==> config.mk <==
export PLATFORM = sky130hd
export DESIGN_NAME = mac64_unit
export DESIGN_NICKNAME = d
export VERILOG_FILES = /design/src/rtl/mac64_pkg.sv /design/src/rtl/mac64_iter.sv /design/src/rtl/mac64_flags.sv /design/src/rtl/mac64_unit.sv
export SDC_FILE = /design/constraint.sdc
export NUM_CORES = 2
export LEC_CHECK = 0
export CAP_MARGIN = 20
export CORE_MARGIN = 2
export CORE_UTILIZATION = 55
export DETAILED_ROUTE_END_ITERATION = 10
export PLACE_DENSITY = 0.81
export SYNTH_ARGS = -nofsm -noshare
export SYNTH_HDL_FRONTEND = slang
export SYNTH_SLANG_ARGS = --single-unit
==> constraint.sdc <==
create_clock -name clk -period 7.1 [get_ports clk]
set_clock_uncertainty 0.1 [all_clocks]
set_input_delay 0.71 -clock clk [delete_from_list [all_inputs] [get_ports clk]]
set_output_delay 0.71 -clock clk [all_outputs]
set_load 0.05 [all_outputs]
==> src/rtl/mac64_pkg.sv <==
package mac64_pkg;

  typedef enum logic [3:0] {
    OP_MUL_LO    = 4'd0,
    OP_MUL_HI_S  = 4'd1,
    OP_MUL_HI_U  = 4'd2,
    OP_MULW_LO   = 4'd3,
    OP_MULW_HI_S = 4'd4,
    OP_MULW_HI_U = 4'd5,
    OP_MAC_HI_S  = 4'd6,
    OP_MAC_HI_U  = 4'd7,
    OP_MAC_LO    = 4'd8
  } mac_op_e;

  function automatic logic op_signed(mac_op_e o);
    return !(o == OP_MUL_HI_U || o == OP_MULW_HI_U || o == OP_MAC_HI_U);
  endfunction

  function automatic logic op_word(mac_op_e o);
    return (o == OP_MULW_LO || o == OP_MULW_HI_S || o == OP_MULW_HI_U);
  endfunction

  function automatic logic op_mac(mac_op_e o);
    return (o == OP_MAC_HI_S || o == OP_MAC_HI_U || o == OP_MAC_LO);
  endfunction

  function automatic logic op_high(mac_op_e o);
    return (o == OP_MUL_HI_S || o == OP_MUL_HI_U ||
            o == OP_MULW_HI_S || o == OP_MULW_HI_U);
  endfunction

endpackage

==> src/rtl/mac64_iter.sv <==
module mac64_iter #(
  parameter int W    = 64,
  parameter int STEP = 8
) (
  input  logic           clk,
  input  logic           rst,
  input  logic           load,
  input  logic [W-1:0]   mag_a,
  input  logic [W-1:0]   mag_b,
  output logic [2*W-1:0] prod,
  output logic           fin
);
  localparam int ITER = W / STEP;
  localparam int CW   = $clog2(ITER + 1);

  logic [W-1:0]      hi_q, lo_q, ma_q;
  logic [CW-1:0]     cnt_q;
  logic              fin_q;
  logic [W+STEP-1:0] digit_prod, acc_sum;
  logic [2*W-1:0]    shifted;

  always_comb begin
    digit_prod = {{STEP{1'b0}}, ma_q} * {{W{1'b0}}, lo_q[STEP-1:0]};
    acc_sum    = {{STEP{1'b0}}, hi_q} + digit_prod;
    shifted    = {acc_sum, lo_q[W-1:STEP]};
  end

  always_ff @(posedge clk) begin
    if (rst) begin
      hi_q  <= '0;
      lo_q  <= '0;
      ma_q  <= '0;
      cnt_q <= '0;
      fin_q <= 1'b0;
    end else begin
      fin_q <= (cnt_q == CW'(1));
      if (load) begin
        hi_q  <= '0;
        lo_q  <= mag_b;
        ma_q  <= mag_a;
        cnt_q <= CW'(ITER);
      end else if (cnt_q != '0) begin
        hi_q  <= shifted[2*W-1:W];
        lo_q  <= shifted[W-1:0];
        cnt_q <= cnt_q - CW'(1);
      end
    end
  end

  assign prod = {hi_q, lo_q};
  assign fin  = fin_q;
endmodule

==> src/rtl/mac64_flags.sv <==
module mac64_flags
  import mac64_pkg::*;
#(
  parameter int W = 64
) (
  input  mac_op_e            op,
  input  logic [2*W-W/2:0]   ov_src,
  input  logic [W-1:0]       res,
  input  logic               rec,
  input  logic               oe,
  input  logic               so_in,
  output logic [3:0]         cr,
  output logic               cr_we,
  output logic               ov,
  output logic               ov32,
  output logic               so,
  output logic               ov_we
);
  localparam int H = W / 2;

  logic ovf, lt, eq;

  always_comb begin
    ovf = 1'b0;
    if (op == OP_MUL_LO)
      ovf = ov_src[2*W-H:W-H] != {(W+1){ov_src[W-H]}};
    else if (op == OP_MULW_LO)
      ovf = ov_src[W-H:0] != {(H+1){ov_src[0]}};
    ov_we = oe && (op == OP_MUL_LO || op == OP_MULW_LO);
    ov    = ovf;
    ov32  = ovf;
    so    = so_in | (ov_we & ovf);
    cr_we = rec && !op_mac(op);
    lt    = res[W-1];
    eq    = (res == '0);
    cr    = {lt, !lt && !eq, eq, so};
  end
endmodule

==> src/rtl/mac64_unit.sv <==
module mac64_unit
  import mac64_pkg::*;
#(
  parameter int W    = 64,
  parameter int STEP = 8
) (
  input  logic         clk,
  input  logic         rst,
  input  logic         start,
  input  logic [3:0]   op,
  input  logic [W-1:0] a,
  input  logic [W-1:0] b,
  input  logic [W-1:0] c,
  input  logic         rec,
  input  logic         oe,
  input  logic         so_in,
  output logic [W-1:0] result,
  output logic         done,
  output logic [3:0]   cr,
  output logic         cr_we,
  output logic         ov,
  output logic         ov32,
  output logic         so,
  output logic         ov_we
);
  localparam int H = W / 2;

  mac_op_e        op_in, op_q;
  logic           busy_q, neg_q, rec_q, oe_q, so_q;
  logic [W-1:0]   c_q;
  logic           accept, sgn, wrd, fin;
  logic [W-1:0]   ea, eb, mag_a, mag_b;
  logic [2*W-1:0] prod, fixed, cext, wide;
  logic [W-1:0]   res_c;
  logic [3:0]     cr_c;
  logic           cr_we_c, ov_c, ov32_c, so_c, ov_we_c;

  assign op_in  = (op > 4'd8) ? OP_MUL_LO : mac_op_e'(op);
  assign accept = start && !busy_q;

  always_comb begin
    sgn = op_signed(op_in);
    wrd = op_word(op_in);
    ea  = wrd ? {{H{sgn & a[H-1]}}, a[H-1:0]} : a;
    eb  = wrd ? {{H{sgn & b[H-1]}}, b[H-1:0]} : b;
    mag_a = (sgn && ea[W-1]) ? -ea : ea;
    mag_b = (sgn && eb[W-1]) ? -eb : eb;
  end

  mac64_iter #(.W(W), .STEP(STEP)) u_iter (
    .clk(clk), .rst(rst), .load(accept),
    .mag_a(mag_a), .mag_b(mag_b), .prod(prod), .fin(fin)
  );

  always_comb begin
    fixed = neg_q ? -prod : prod;
    cext  = {{W{c_q[W-1] & op_signed(op_q)}}, c_q};
    wide  = op_mac(op_q) ? fixed + cext : fixed;
    unique case (op_q)
      OP_MUL_HI_S, OP_MUL_HI_U,
      OP_MAC_HI_S, OP_MAC_HI_U:   res_c = wide[2*W-1:W];
      OP_MULW_HI_S, OP_MULW_HI_U: res_c = {wide[W-1:H], wide[W-1:H]};
      default:                    res_c = wide[W-1:0];
    endcase
  end

  mac64_flags #(.W(W)) u_flags (
    .op(op_q), .ov_src(wide[2*W-1:H-1]), .res(res_c),
    .rec(rec_q), .oe(oe_q), .so_in(so_q),
    .cr(cr_c), .cr_we(cr_we_c), .ov(ov_c), .ov32(ov32_c),
    .so(so_c), .ov_we(ov_we_c)
  );

  always_ff @(posedge clk) begin
    if (rst) begin
      busy_q <= 1'b0;
      op_q   <= OP_MUL_LO;
      neg_q  <= 1'b0;
      rec_q  <= 1'b0;
      oe_q   <= 1'b0;
      so_q   <= 1'b0;
      c_q    <= '0;
      result <= '0;
      done   <= 1'b0;
      cr     <= '0;
      cr_we  <= 1'b0;
      ov     <= 1'b0;
      ov32   <= 1'b0;
      so     <= 1'b0;
      ov_we  <= 1'b0;
    end else begin
      done  <= fin;
      cr_we <= fin & cr_we_c;
      ov_we <= fin & ov_we_c;
      if (accept) begin
        busy_q <= 1'b1;
        op_q   <= op_in;
        neg_q  <= sgn & (ea[W-1] ^ eb[W-1]);
        rec_q  <= rec;
        oe_q   <= oe;
        so_q   <= so_in;
        c_q    <= c;
      end else if (fin) begin
        busy_q <= 1'b0;
        result <= res_c;
        cr     <= cr_c;
        ov     <= ov_c;
        ov32   <= ov32_c;
        so     <= so_c;
      end
    end
  end
endmodule

=== Yosys cells after proc, flatten, opt, wreduce, memory -nomap -nowiden ===
Index checks and enable logic that the tools add are counted.
W data, S select, Z words.

* Add/sub/neg operators: 6
* Multiply operators: 1
* Divide/modulo/power cells: 0
* Order comparisons: 1
* Equality and inequality tests: 16
* Shift operators: 0
* Muxes and demuxes: 16
* Bitwise gates (word level): 10
* Reductions and logical operators: 30

{| class="wikitable"
|+ Operators by type and width
! cell !! number
|-
| $mux W64 || 6
|-
| $mux W128 || 2
|-
| $add A128 B128 Y128 || 1
|-
| $neg A128 Y128 || 1
|-
| $neg A64 Y64 || 2
|-
| $pmux W64 S2 || 1
|-
| $add A64 B72 Y72 || 1
|-
| $mul A64 B8 Y72 || 1
|-
| $logic_not A64 Y1 || 1
|-
| $ne A64 B64 Y1 || 1
|-
| $ne A32 B32 Y1 || 1
|-
| $eq A4 B3 Y1 const B || 7
|-
| $eq A4 B2 Y1 const B || 4
|-
| $mux W4 || 3
|-
| $logic_or A1 B1 Y1 || 9
|-
| $eq A4 B1 Y1 const B || 2
|-
| $and A1 B1 Y1 || 7
|-
| $logic_and A1 B1 Y1 || 6
|-
| $logic_not A1 Y1 || 6
|-
| $eq A4 B4 Y1 const B || 1
|-
| $gt A4 B4 Y1 const B || 1
|-
| $logic_not A4 Y1 || 1
|-
| $mux W1 || 4
|-
| $reduce_bool A2 Y1 || 2
|-
| 8 further kinds || 9
|}

* Flip-flop bits (word level): 343
* Latch bits: 0
* Memory bits (writable): 0
* ROM bits: 0
* Input port bits: 202
* Output and inout port bits: 74
* Word-level logic and storage cells: 100
* Memories kept: 0

=== Depth between registers and ports, before layout ===
* Word-level depth: 12
* Depth in mapped cells: 28
* Mapped depth without buffers: 27

=== By module ===
A second synthesis with hierarchy kept.

* Cells, all modules: 7102
* Area total of the unflattened synthesis: 50973.9 sq um

{| class="wikitable"
|+ By module, submodules not included
! module !! times used !! cells each !! area each (sq um) !! seq. area each (sq um)
|-
| mac64_iter || 1 || 3047 || 25428.1 || 3943.8
|-
| mac64_unit || 1 || 3918 || 24742.5 || 2942.8
|-
| mac64_flags || 1 || 137 || 803.3 || 0.0
|}

=== Worst setup path before layout ===
OpenSTA, ideal clock, no wires.

* Path type: flip-flop to flip-flop
* From: reg u_iter.lo_q[7]
* To: reg u_iter.hi_q[62]
* Setup time: 0.062 ns
* Arrival: 6.749 ns
* Data required time: 6.938 ns
* Setup slack: 0.189 ns
* Stages on the path, launching flop included: 24
* Path buffers: 4
* Period minus slack after synthesis: 6.911 ns
* Cells stage by stage: dfxtp_1 -> buf_2 -> clkbuf_1 -> clkbuf_1 -> nand2_1 -> fa_1 -> inv_1 -> fa_1 -> fa_1 -> fa_1 -> ha_1 -> clkbuf_1 -> nand3_1 -> o41ai_1 -> a41oi_1 -> o21ai_0 -> a311o_1 -> a21oi_1 -> nor3_1 -> o221ai_1 -> o21ai_0 -> a21oi_1 -> or4_1 -> nand3_1

* Cells in the longest elaborated chain, start to end: 2

{| class="wikitable"
|+ RTL lines
! what !! line !! source
|-
| start: declaration || mac64_iter.sv:16 || <nowiki>logic [W-1:0] hi_q, lo_q, ma_q;</nowiki>
|-
| start signal: assignment || mac64_iter.sv:39 || <nowiki>lo_q <= mag_b;</nowiki>
|-
| start signal: assignment || mac64_iter.sv:44 || <nowiki>lo_q <= shifted[W-1:0];</nowiki>
|-
| $mul A64 B8 Y72 || mac64_iter.sv:23 || <nowiki>digit_prod = {{STEP{1'b0}}, ma_q} * {{W{1'b0}}, lo_q[STEP-1:0]};</nowiki>
|-
| $add A64 B72 Y72 || mac64_iter.sv:24 || <nowiki>acc_sum = {{STEP{1'b0}}, hi_q} + digit_prod;</nowiki>
|-
| end signal: assignment || mac64_iter.sv:43 || <nowiki>hi_q <= shifted[2*W-1:W];</nowiki>
|-
| end: declaration || mac64_iter.sv:16 ||
|}

Every way passes these cells.
A chain may end at the register's enable or synchronous reset.

=== Final worst setup path ===
* From: reg u_iter.lo_q[1]
* To: reg cr[2]

* Cells in the longest elaborated chain, start to end: 8
* Elaborated cells between the ends (all ways): 9
* Those cells by class: add/sub (2); mux (3); reduce/logical (4)

{| class="wikitable"
|+ RTL lines
! what !! line !! source
|-
| $neg A128 Y128 || mac64_unit.sv:56 || <nowiki>fixed = neg_q ? -prod : prod;</nowiki>
|-
| $mux W128 (*) || mac64_unit.sv:56 ||
|-
| $add A128 B128 Y128 || mac64_unit.sv:58 || <nowiki>wide = op_mac(op_q) ? fixed + cext : fixed;</nowiki>
|-
| $mux W128 (*) || mac64_unit.sv:58 ||
|-
| $pmux W64 S2 (*) || mac64_unit.sv:59 || <nowiki>unique case (op_q)</nowiki>
|-
| $logic_not A64 Y1 || mac64_flags.sv:35 || <nowiki>eq = (res == '0);</nowiki>
|-
| $logic_not A1 Y1 || mac64_flags.sv:36 || <nowiki>cr = {lt, !lt && !eq, eq, so};</nowiki>
|-
| $logic_and A1 B1 Y1 (*) || mac64_flags.sv:36 ||
|-
| end signal: assignment || mac64_unit.sv:106 || <nowiki>cr <= cr_c;</nowiki>
|-
| end: declaration || mac64_unit.sv:19 || <nowiki>output logic [3:0] cr,</nowiki>
|}

Every way passes the cells marked *; elsewhere a longest branch is shown, timed or not.

==> qor.yml <==
rows: 109
ys_async_sr_fraction: 0
hold_path_class: "register to register"
portBuffers: 275
peakVddDrop_uv: 234
p_leak_nw: 26.2
finalHoldViolCount: 0
ant_nets: 0
crit_family: "compound AO/OA/AOI/OAI gates"
critPathCaptureType: "register"
r2r_slack_ns: 0.12
drive_gt1_frac: 0.145
p_int_mw: 7.74
cts.sinks: 341
pre_cts_ws_ns: -0.108
startpoint_type: "register"
wl_per_cell_um: 26.4
first_global_vias: 53500
finalSetupTns_ns: 0
yosys_most_used_dff: "dfxtp_1"
worst-path-buf-inv: 8
setup_viol: 0
critical_path.most_common_cell: "buf_4"
ys_types: 95
synth_area_um2: 48900
die_w_um: 302
p_sw_frac: 0.528
vias: 56400
switching_power_mw: 8.67
combPwrFrac: 0.696
fp.dieH_um: 302
globalRouteTotalUtil: 0.483
synth_edf_count: 0
fin_crit_sh: 0.983
dp_hpwl_um: 183000
avgSynthCellArea_um2: 7.32
criticalPathCategory: "register to register"
drc: 0
clk_latency_ns: 0.66
grt_max_degree: 103
p_clk_frac: 0.144
synth_nets: 7549
worstPathArrival_ns: 7.37
core_area_um2: 88200
initialDrtViolationCount: 7721
clkTransAtPathRegs_ns: 0.07
p_per_area_nw_per_um2: 275
netlist_instances: 6685
vias_per_cell: 6.59
nNetsFinal: 8221
setup_slack_ns: 0.118
fin_cells: 8554
fin_area_um2: 59700
start_util: 0.555
max-cap-violations: 0
rsz0062_at_grt: "yes"
grt-ovfl-total: 0
tightest_slew_ns: 1.27
h-tree-depth: 2
grt_first_pass_wirelength_um: 332000
antenna_found_initial: 8
area_growth_syn_to_layout_pct: 22.1
crit_slowest_cell: "a2111oi_1"
placement.cell_area_um2: 57700
yosysSeqAreaShare: 0.140
cts_buffers: 40
cts_tree: "done"
drt_pass1_iterations: 9
fmax_ghz: 0.143
yosysWarnings: 0
ioPinCount: 276
maxSlewViolCount: 0
ctsLongestPathBuffers: 3
dieArea_um2: 91400
max_slew_margin: 0.148
path_max_fanout: 4
pwr-share-seq: 0.159
outcome: "finished clean"
yosys_register_bits: 341
fin_crit_ns: 6.98
critPathRequiredTime_ns: 7.49
dp_cells: 8474
cpPeakStageDelay_ns: 0.66
wirelength_um: 226000
root_buffer: "clkbuf_16"
gp_congestion: 1.21
layout make-up:
type / instances / area (µm²)
clock inverter: 28 / 398
antenna: 2 / 5.00
timing repair buffer: 1081 / 9000
sequential: 341 / 6840
fill: 7533 / 28500
inverter: 455 / 1710
multi-input combinational: 5438 / 39300
clock buffer: 44 / 1060
tap: 1165 / 1460
kinds of logic (layout without fill, tap and decap cells):
group	Yosys count	in the layout	share of synthesized area
fa+ha+maj	662	662	0.236
flops	341	341	0.140
buf+inv	906	1608	0.0704
xor+xnor	339	339	0.0607
other cells	0	2	0
simple gates	2655	2655	0.256
compound gates	1726	1726	0.225
mux	56	56	0.0117
placed cells by master (no fill, tap or decap), drive strengths merged, types with 16 or more instances in the layout:
master	synthesis	routed
and3	40	40
nand3	127	127
a31oi	47	47
o21bai	52	52
xor2	104	104
fa	437	437
o31ai	91	91
o21ai	320	320
a211oi	108	108
buf	106	805
inv	454	461
or3	67	67
nor3	155	155
ha	225	225
mux2i	48	48
nor2b	18	18
nor2	497	497
or2	33	33
and2	227	227
and4	16	16
a221oi	21	21
o21a	42	42
a2111oi	17	17
dfxtp	341	341
a311oi	69	69
xnor2	235	235
a21oi	605	605
clkdlybuf4s50	0	274
nand3b	20	20
o211ai	43	43
o41ai	33	33
nand4	136	136
a21o	98	98
nor4	68	68
nand2	1122	1122
or4	46	46
a21boi	23	23
nand2b	30	30
clkbuf	345	45
timing repair:
item                       CTS  global route
setup endpoints to repair    5            17
gates resized for setup      6           110
setup buffers                0             4
pin swaps                    0             5
hold buffers                 0             0
Yosys cell counts, types with 18 or more instances:
master       n  area share
inv_1      454       0.035
nand2b_1    30      0.0038
or4_1       39      0.0060
fa_1       437        0.18
o41ai_1     32      0.0057
xnor2_1    235       0.042
nor2b_1     18      0.0023
o31ai_1     90       0.014
nand4_1    136       0.017
or2_2       32      0.0041
nor4_1      61      0.0078
o21ai_0    315       0.032
xor2_1     104       0.019
or3_1       65      0.0083
o21bai_1    52      0.0080
nand3_1    127       0.013
clkbuf_1   342       0.026
and2_1     226       0.029
a221oi_1    21      0.0038
a21oi_1    604       0.062
buf_1       91      0.0070
ha_1       225       0.058
nand2_1   1122       0.086
nor2_1     497       0.038
o21a_1      42      0.0064
nand3b_1    20      0.0031
a21o_1      98       0.015
nor3_1     154       0.016
a311oi_1    69       0.012
and3_1      40      0.0051
a211oi_1   108       0.017
mux2i_1     48      0.0098
o211ai_1    43      0.0066
a21boi_0    23      0.0035
dfxtp_1    341        0.14
a31oi_1     47      0.0060
final timing paths:
check	start	end	depth (start not counted)
max	u_iter.lo_q[1]$_SDFFE_PP0P_	cr[2]$_SDFFE_PP0P_	26
min	result[62]$_SDFFE_PP0P_	result[62]$_SDFFE_PP0P_	2
max reg2reg	u_iter.lo_q[1]$_SDFFE_PP0P_	cr[2]$_SDFFE_PP0P_	26
min reg2reg	result[62]$_SDFFE_PP0P_	result[62]$_SDFFE_PP0P_	2
flip-flops by register name (all words and copies together), names as in the netlist, 3 cells and up:
name	flops
c_q	64
cr	3
op_q	4
result	64
u_iter.cnt_q	4
u_iter.hi_q	64
u_iter.lo_q	64
u_iter.ma_q	64
worst reg2reg max path, delay by kind of cell, from the launching register on:
kind	cells	cell delay (ns)
and+or+nand+nor	7	1.97
adders and majority gates	2	0.60
xor gates and xnor gates	1	0.13
DFF	1	0.36
AOI/OAI and AO/OA	8	2.28
buffers and inverters	8	1.38
per-layer routing:
metal / routed length (µm) / up-vias / GRT usage
met5: 101 / - / 0
met4: 21400 / 10 / 0.355
met3: 27900 / 1006 / 0.127
met2: 95200 / 3977 / 0.738
met1: 81000 / 26800 / 0.587
li1: - / 24600 / -
stage by stage:
step                      utilization  hold slack [ns]  total power, mW
after global placement          0.654            0.338             13.2
after global routing            0.677            0.380             17.1
after CTS                       0.671            0.357             15.8
after detailed placement        0.654            0.346             13.4
final                           0.677            0.353             16.4
after floorplan                     -            0.331             8.81
power by group through the flow:
stage / sequential [mW] / clock, mW / combinational (mW)
finish: 2.61 / 2.37 / 11.4
global placement: 2.59 / 0 / 10.6
floorplan: 2.62 / 0 / 6.19
detailed placement: 2.61 / 0 / 10.8
global route: 2.62 / 2.43 / 12.1
CTS: 2.57 / 2.36 / 10.8
Note: power is estimated with default switching activity, not from simulation.
